`src/rtl/fq_pkg.sv`:
```
package fq_pkg;
  localparam int unsigned FQ_NUM_CH    = 8;
  localparam int unsigned FQ_OC_CYCLES = 6250;
  localparam int unsigned FQ_OL_CYCLES = 87500;
  localparam int unsigned FQ_UV_CYCLES = 3500000;

  function automatic int unsigned cnt_width(input int unsigned limit);
    return (limit < 2) ? 1 : $clog2(limit + 1);
  endfunction
endpackage

```
`src/rtl/fq_oc_timer.sv`:
```
module fq_oc_timer #(
  parameter int unsigned OC_CYCLES = fq_pkg::FQ_OC_CYCLES
) (
  input  logic clk,
  input  logic rst_n,
  input  logic raw,
  output logic evt
);
  localparam int unsigned W = fq_pkg::cnt_width(OC_CYCLES);
  localparam logic [W-1:0] LIMIT = W'(OC_CYCLES);
  localparam logic [W-1:0] LAST  = W'(OC_CYCLES - 1);

  logic [W-1:0] cnt;

  always_ff @(posedge clk) begin
    if (!rst_n) begin
      cnt <= '0;
      evt <= 1'b0;
    end else begin
      evt <= 1'b0;
      if (!raw) begin
        cnt <= '0;
      end else if (cnt != LIMIT) begin
        cnt <= cnt + 1'b1;
        if (cnt == LAST) evt <= 1'b1;
      end
    end
  end

  // a qualified pulse needs the flag present on the qualifying edge
  a_r2_flag_behind_event: assert property (@(posedge clk) disable iff (!rst_n)
    evt |-> $past(raw));
  // one pulse per episode
  a_r3_single_pulse: assert property (@(posedge clk) disable iff (!rst_n)
    evt |=> !evt);
  // a dropped flag leaves the timer at zero
  a_r4_drop_clears: assert property (@(posedge clk) disable iff (!rst_n)
    !raw |=> (cnt == '0));
endmodule

```
`src/rtl/fq_ol_timer.sv`:
```
module fq_ol_timer #(
  parameter int unsigned NUM_CH    = fq_pkg::FQ_NUM_CH,
  parameter int unsigned OL_CYCLES = fq_pkg::FQ_OL_CYCLES
) (
  input  logic              clk,
  input  logic              rst_n,
  input  logic [NUM_CH-1:0] pend,
  output logic [NUM_CH-1:0] evt
);
  localparam int unsigned W = fq_pkg::cnt_width(OL_CYCLES);
  localparam logic [W-1:0] LAST = W'(OL_CYCLES - 1);

  logic [W-1:0] gcnt;
  logic         any_pend;

  assign any_pend = |pend;

  always_ff @(posedge clk) begin
    if (!rst_n) begin
      gcnt <= '0;
      evt  <= '0;
    end else begin
      evt <= '0;
      if (!any_pend) begin
        gcnt <= '0;
      end else if (gcnt == LAST) begin
        gcnt <= '0;
        evt  <= pend;
      end else begin
        gcnt <= gcnt + 1'b1;
      end
    end
  end

  // only channels pending on the expiry edge are reported
  a_r6_only_pending: assert property (@(posedge clk) disable iff (!rst_n)
    (|evt) |-> ((evt & ~$past(pend)) == '0));
  // an idle edge returns the shared timer to zero
  a_r8_idle_reset: assert property (@(posedge clk) disable iff (!rst_n)
    !any_pend |=> (gcnt == '0));
  // expiry pulses last a single cycle
  a_r7_pulse_len: assert property (@(posedge clk) disable iff (!rst_n)
    (|evt) |=> (evt == '0));
endmodule

```
`src/rtl/fq_uv_timer.sv`:
```
module fq_uv_timer #(
  parameter int unsigned UV_CYCLES = fq_pkg::FQ_UV_CYCLES
) (
  input  logic clk,
  input  logic rst_n,
  input  logic raw,
  output logic fail
);
  localparam int unsigned W = fq_pkg::cnt_width(UV_CYCLES);
  localparam logic [W-1:0] LAST = W'(UV_CYCLES - 1);

  logic [W-1:0] cnt;
  logic         qual_q;

  always_ff @(posedge clk) begin
    if (!rst_n) begin
      cnt    <= '0;
      qual_q <= 1'b0;
    end else if (!raw) begin
      cnt    <= '0;
      qual_q <= 1'b0;
    end else if (!qual_q) begin
      if (cnt == LAST) qual_q <= 1'b1;
      else             cnt    <= cnt + 1'b1;
    end
  end

  // Release path is combinational so recovery costs no cycle.
  assign fail = qual_q & raw;

  // assertion only after the flag was already present
  a_r10_rise_qualified: assert property (@(posedge clk) disable iff (!rst_n)
    $rose(fail) |-> $past(raw));
  // a cleared flag re-arms the count from zero
  a_r11_rearm: assert property (@(posedge clk) disable iff (!rst_n)
    !raw |=> (cnt == '0 && !qual_q));
endmodule

```
`src/rtl/fault_qual_timers.sv`:
```
module fault_qual_timers #(
  parameter int unsigned NUM_CH    = fq_pkg::FQ_NUM_CH,
  parameter int unsigned OC_CYCLES = fq_pkg::FQ_OC_CYCLES,
  parameter int unsigned OL_CYCLES = fq_pkg::FQ_OL_CYCLES,
  parameter int unsigned UV_CYCLES = fq_pkg::FQ_UV_CYCLES
) (
  input  logic              clk,
  input  logic              rst_n,
  input  logic [NUM_CH-1:0] oc_raw,
  input  logic [NUM_CH-1:0] ch_en,
  input  logic [NUM_CH-1:0] ls_on,
  input  logic [NUM_CH-1:0] ls_undercur,
  input  logic              uv_raw,
  output logic [NUM_CH-1:0] oc_event,
  output logic [NUM_CH-1:0] ol_event,
  output logic              supply_fail
);
  logic [NUM_CH-1:0] ol_pend;

  // open-load only observed on an enabled channel with its low side driven
  assign ol_pend = ls_undercur & ch_en & ls_on;

  for (genvar g = 0; g < NUM_CH; g++) begin : g_oc
    fq_oc_timer #(.OC_CYCLES(OC_CYCLES)) u_oc (
      .clk  (clk),
      .rst_n(rst_n),
      .raw  (oc_raw[g]),
      .evt  (oc_event[g])
    );
  end

  fq_ol_timer #(.NUM_CH(NUM_CH), .OL_CYCLES(OL_CYCLES)) u_ol (
    .clk  (clk),
    .rst_n(rst_n),
    .pend (ol_pend),
    .evt  (ol_event)
  );

  fq_uv_timer #(.UV_CYCLES(UV_CYCLES)) u_uv (
    .clk  (clk),
    .rst_n(rst_n),
    .raw  (uv_raw),
    .fail (supply_fail)
  );

  // an over-current pulse always traces back to its own channel's flag
  a_r5_own_channel: assert property (@(posedge clk) disable iff (!rst_n)
    (|oc_event) |-> ((oc_event & ~$past(oc_raw)) == '0));
endmodule

```
`config.mk`:
```
export PLATFORM = sky130hd
export DESIGN_NAME = fault_qual_timers
export DESIGN_NICKNAME = d
export VERILOG_FILES = /design/src/rtl/fq_pkg.sv /design/src/rtl/fq_oc_timer.sv /design/src/rtl/fq_ol_timer.sv /design/src/rtl/fq_uv_timer.sv /design/src/rtl/fault_qual_timers.sv
export SDC_FILE = /design/constraint.sdc
export NUM_CORES = 1
export LEC_CHECK = 0
export BUFFER_PORTS_ARGS = -buffer_cell sky130_fd_sc_hd__buf_2
export CAP_MARGIN = 20
export CELL_PAD_IN_SITES_DETAIL_PLACEMENT = 0
export CELL_PAD_IN_SITES_GLOBAL_PLACEMENT = 1
export CORE_UTILIZATION = 44
export CTS_BUF_LIST = sky130_fd_sc_hd__clkbuf_8
export CTS_CLUSTER_DIAMETER = 30
export CTS_CLUSTER_SIZE = 28
export DETAILED_ROUTE_END_ITERATION = 16
export PLACE_DENSITY_LB_ADDON = 0.12
export SYNTH_ARGS = -nofsm -noshare
export SYNTH_HDL_FRONTEND = slang
export SYNTH_HIERARCHICAL = 1
export SYNTH_SLANG_ARGS = --single-unit
```
`constraint.sdc`:
```
create_clock -name clk -period 1.75 [get_ports clk]
set_input_delay 0 -clock clk [delete_from_list [all_inputs] [get_ports clk]]
set_output_delay 0 -clock clk [all_outputs]
set_load 0.03 [all_outputs]
```
Word level (Yosys, flattened, before mapping)
Index checks and enable logic that the tools add are counted. W data, S select, Z words.

Output and inout bits: 17. Register bits: 160.

Add/subtract/negate cells: 10. Equality and inequality tests: 18. Reduce and logical (&&, ||, !) cells: 21. Multiplexer cells: 10. Bitwise logic cells: 7.

Operator list (number): $add A13 B1 Y13 const B (8); $eq A13 B13 Y1 const B (8); $ne A13 B13 Y1 const B (8); $reduce_and A3 Y1 (9); $add A22 B1 Y22 const B (1); $eq A22 B22 Y1 const B (1); $reduce_and A2 Y1 (10); $add A17 B1 Y17 const B (1); $eq A17 B17 Y1 const B (1); $and A8 B8 Y8 (2); $mux W1 (10); $reduce_or A8 Y1 (1); $not A1 Y1 (4); $reduce_or A3 Y1 (1); $and A1 B1 Y1 (1).

Depth between registers and ports, before layout
Word-level depth: 5. Gate-level depth with buffers: 7. Mapped depth without buffers: 6.

By module
Netlist, hierarchy kept.

By module, submodules not included: fq_oc_timer (g_oc[0].u_oc ...) (seq. area each 280.3 sq um, area each 709.4 sq um, cells each 73, instances 7); fq_uv_timer (seq. area each 460.4 sq um, area each 1198.6 sq um, cells each 135, instances 1); fq_ol_timer (seq. area each 500.5 sq um, area each 1032.2 sq um, cells each 109, instances 1); fq_oc_timer (g_oc[6].u_oc) (seq. area each 280.3 sq um, area each 676.9 sq um, cells each 74, instances 1); fault_qual_timers (seq. area each 0.0 sq um, area each 50.0 sq um, cells each 8, instances 1).

Worst setup path after synthesis
No wires, ideal clock.

Kind: flip-flop to flip-flop. Start point: reg u_uv.cnt[0]. End point: reg u_uv.cnt[11]. Clock period less this slack: 1.647 ns. Path slack: 0.103 ns. Cell stages (with the launch flop): 7. Arrival time: 1.530 ns. Library setup time: 0.116 ns. Path through: dfxtp_1 -> ha_1 -> nor4bb_1 -> and4_4 -> a21oi_2 -> buf_6 -> a41o_1.

Cells in the longest elaborated chain, start to end: 3. Elaborated cells between the ends (all ways): 4. Classes of those cells: 1 x add/sub; 1 x eq/ne; 1 x bitwise; 1 x reduce/logical.

RTL lines: from (decl) (RTL line fq_uv_timer.sv:12) `logic [W-1:0] cnt;`; from (signal assigned) (RTL line fq_uv_timer.sv:24) `else cnt <= cnt + 1'b1;`; branches (longest 3 deep; another with $add A22 B1 Y22).

Several ways; the timed one is not identified. A chain may end at the register's enable or synchronous reset.

Worst setup path after layout
Start point: reg u_uv.cnt[1]. End point: reg u_uv.cnt[11].

The elaborated chain is that of the path after synthesis.

==> results <==
- Summing every instance area after synthesis gives 7924 um^2.
- The initial detailed-routing violation count is 239.
- The internal cell power is 5262 uW.
- The adder and majority cell fraction of the synthesized area is 4.105%.
- The clock net sink count is 160.
- The number of buffers created by CTS is 17.
- Power comes to 6732 uW.
- The launch instance of the worst register-to-register path is u_uv/cnt[1].
- The layout cell share with drive strength beyond 1 is 21.34%.
- The number of max-slew violations in the final report is 0.
- The number of vias in the routed layout is 6,189.
- Setup total negative slack on the finished layout was measured at 0 ns.
- At the worst endpoint, the required time is 2.08 ns.
- The clock passes through at most 2 buffers.
- The switching part of the total power is 21.83%.
- The global-route congestion overflow total is 0.
- The number of antenna violations at the first check in global routing is 0.
- The worst-margin pin slew is 0.5079 ns.
- For this run, the top clock speed supported by timing is 0.5946 GHz.
- The length of the first detailed-routing pass in iterations is 5.
- The clock tree root driver cell is clkbuf_8.
- In this run the register-to-register setup slack is 0.07 ns.
- The flow ran to the end, and the final reports show no timing, DRC or antenna violations.
- The dominant combinational cell family by area after synthesis is simple AND/OR/NAND/NOR gates.
- From synthesis to final layout, the design area changed by 17.20%.
- Global routing used 28.37% of the available met2 tracks.
- For hold timing, the worst endpoint is u_uv/cnt[20].
- The global-route wire length before repair is 25.98 mm.
- The number of instances on the worst hold path is 4.
- The critical path is of the register to register type.
- The smallest clock period supported by the final layout is computed as 1.682 ns.
- The number of setup buffers added after CTS is 0.
- The floorplan die width is 136.2 um.
- The worst hold path begins at uv_raw.
- The synthesized-area fraction occupied by and/or/nand/nor cells is 35.56%.
- The most common library cell in the layout ignoring fill and taps is dfxtp_1.
- The sequential-to-total area share from yosys stat is 40.42%.
- The layer carrying the most global-route usage is met2.
- The startpoint type of the worst setup path is a register.
- The largest single stage delay on the critical path is 0.34 ns.
- The portion of total power attributed to combinational logic is 4.1%.
- The H-tree generated during clock tree synthesis spans 4 levels.
- The clock network is responsible for 41.0% of the overall power.
- The residual antenna-violating net count after detailed routing is 0.
- The slowest stage cell on the critical path is dfxtp_1.
- The worst voltage drop across the vdd grid is 492.5 uV.
- Counting every net in the synthesized netlist gives 898.
- Together, buffers and inverters on the worst path number 1.
- 0 antenna diodes ended up in the layout.
- The final weighted congestion in routability-driven placement is 0.7753.
- Across every metal layer, demand over resource in global routing totals 17.35%.
- The die covers 18,550 um^2.
- The type of the most critical hold path is input port to register.
- Headroom to the max-slew limit came out at 66.14%.
- The post-synthesis xor/xnor area fraction is 11.72%.
- Summing the areas of all compound-gate instances in the mapped netlist gives 5.874% of the synthesized area.
- The height of the die is 136.2 um.
- The final count of negative-setup-slack endpoints is 0.
- Once the floorplan was initialized, standard cells occupied 45.50% of the core.
- Synthesis produced a netlist whose cell count is 837.
- The wire length per cell is 12.93 um.
- Max-cap violations in this run came to 0.
- After synthesis, the share of flip-flops with an asynchronous set or reset is 0%.
- TritonCTS built the clock tree.
- The via count of the first global-routing pass was 5,787.
- The count of distinct cell types in the synthesized netlist is 58.
- In the final design database the tool counted 1,004 nets.
- For this run, global-route usage on met3 was measured as 4.213%.
- During I/O placement, the number of pins put on the boundary was 52.
- The count of final hold-check violations is 0.
- The part of the total power dissipated in sequential elements is 54.9%.
- The clock reaches the later pin of the worst-skew pair after 0.44 ns.
- Data on the critical path arrives at its endpoint at 2.01 ns.
- Multiplexer cells account for 0% of the synthesized area.
- The most used flip-flop cell after synthesis is dfxtp_1.
- The endpoint of the worst register-to-register path is u_uv/cnt[11].
- The mean instance size in the synthesized netlist is 9.467 um^2.
- Dividing the detail-routed via count by the number of cells gives 5.240.
- The final critical path takes up 96.10% of the cycle.
- In this run the worst path has a maximum fanout of 11.
- The number of cells on the worst reg-to-reg path is 6.
- The ratio of total power to cell area is 724.9 nW/um^2.
- For this run, global-route usage on met1 was measured as 22.02%.
- The total of buffers placed on input and output ports is 51.
- Setup repair after global routing could not meet its margin everywhere.
- The row count is 48.
- The DRC violation count after routing is 0.
- After floorplanning, the core was sized to cover 17,420 um^2.
- The critical path goes through ha_2 > nor4bb_4 > and4_4 > a21oi_4 > buf_4 > a41o_1.
- The cell class contributing the biggest share of worst-path delay is simple AND/OR/NAND/NOR gates.
- Detailed placement finished with a half-perimeter wire length of 10.86 mm.
- The top cell types in the final layout, fill and taps aside, are dfxtp_1 (158), nor2_1 (143), xnor2_1 (62).
- The total net switching power is 1470 uW.
- The number of enable-type register cells in the synthesized netlist is 0.
- The post-detailed-routing wire length is 15.27 mm.
- The kind of capture point of the worst setup path is a register.
- The synthesized design contains 160 register bits.
- The final worst clock skew is 0.009169 ns.
- In this run the static leakage power is 0.003469 uW.
- The Yosys step of the flow raised 6 warnings.
- Entering global routing, the biggest net connects 22 pins.
- The clock slew at the register clock pins of the worst setup and hold paths is 0.08 ns.
## worst max-delay path by stage
stage | from | to | slack (ns) | cells past startpoint
after floorplan | u_uv/cnt[0] | u_uv/cnt[11] | 0.10 | 6
after global placement | u_uv/cnt[0] | u_uv/cnt[0] | 0.01 | 7
after detailed placement | u_uv/cnt[0] | u_uv/cnt[0] | -0.02 | 7
after CTS | u_uv/cnt[0] | u_uv/cnt[4] | 0.03 | 7
after global routing | u_uv/cnt[1] | u_uv/cnt[0] | -0.01 | 7
final | u_uv/cnt[1] | u_uv/cnt[11] | 0.07 | 6
## state kept, by name, indices dropped and copies added, names as in the netlist
| name | cells |
|---|---|
| g_oc.u_oc/cnt | 104 |
| g_oc.u_oc/evt | 8 |
| u_ol/evt | 8 |
| u_ol/gcnt | 17 |
| u_uv/cnt | 22 |
| u_uv/qual_q | 1 |
## layer usage
| metal | part of all wire, % | vias up |
|---|---|---|
| li1 | - | 3161 |
| met1 | 49 | 2925 |
| met2 | 47 | 93 |
| met3 | 3.4 | 10 |
| met4 | 0.98 | 0 |
| met5 | 0 | - |
## timing repair
item                       CTS  global route
gates resized for setup      1             8
pin swaps                    0             2
hold buffers                24             0
cloned                       0             0
hold endpoints to repair    49             0
setup endpoints to repair    4            19
## cell usage after synthesis (all sizes together), types with 2 or more instances
| master | instances | area, um^2 |
|---|---|---|
| a211oi | 11 | 87.58 |
| a21oi | 23 | 122.6 |
| a31o | 10 | 87.59 |
| a31oi | 3 | 18.77 |
| a41o | 2 | 20.02 |
| a41oi | 2 | 17.52 |
| and2 | 11 | 68.82 |
| and3 | 19 | 120.1 |
| and4 | 12 | 110.1 |
| buf | 11 | 56.30 |
| clkbuf | 3 | 11.26 |
| dfxtp | 160 | 3203 |
| ha | 26 | 325.3 |
| inv | 31 | 116.4 |
| nand2 | 58 | 237.7 |
| nand3 | 51 | 295.3 |
| nand4 | 40 | 367.8 |
| nor2 | 144 | 543.0 |
| nor2b | 2 | 12.51 |
| nor3 | 15 | 80.08 |
| nor3b | 17 | 162.6 |
| nor4 | 23 | 267.8 |
| nor4b | 26 | 439.2 |
| o21ai | 11 | 66.31 |
| or3 | 8 | 51.30 |
| or4 | 2 | 15.01 |
| xnor2 | 62 | 543.0 |
| xor2 | 44 | 385.4 |
## per-stage QoR
step	hold WS, ns	cells	worst slack, ns	cell area (um^2)	utilization, %
floorplan	0.1943	837	0.1033	7924	-
global placement	0.3478	1125	0.01435	8588	49.31
detailed placement	0.3557	1125	-0.02420	8588	49.31
CTS	0.006917	1181	0.03440	9244	53.07
global route	0.03200	1181	-0.01199	9286	53.32
finish	0.05050	1181	0.06819	9286	53.32
## worst reg2reg max path: cells and delay by family, from the launching register on
family	cells	cell delay [ns]
adder cells (fa/ha/maj)	1	0.20
flip-flops	1	0.34
buffers and inverters	1	0.18
AO/OA/AOI/OAI	2	0.31
AND/OR/NAND/NOR	2	0.55
## cells by family after synthesis
group / after synthesis
xor+xnor: 106
buf+inv: 45
compound gates: 67
fa+ha+maj: 26
flops: 160
simple gates: 433
## layout make-up
class	count	area, um^2
Sequential cell	160	3206
Inverter	31	116.4
Tap cell	225	281.5
Timing Repair Buffer	101	694.4
Multi-Input combinational cell	632	4581
Clock inverter	13	146.4
Clock buffer	19	261.5
Fill cell	1611	8130
## power groups by stage
stage	Sequential, uW	Clock [uW]	Combinational (uW)
6_report	3700	2760	277
5_1_grt	3700	3040	312
3_5_place_dp	3780	0	242
4_1_cts	3700	2900	280
3_3_place_gp	3780	0	233
2_1_floorplan	3780	0	129
No activity file was read; power rests on OpenSTA's default activity.
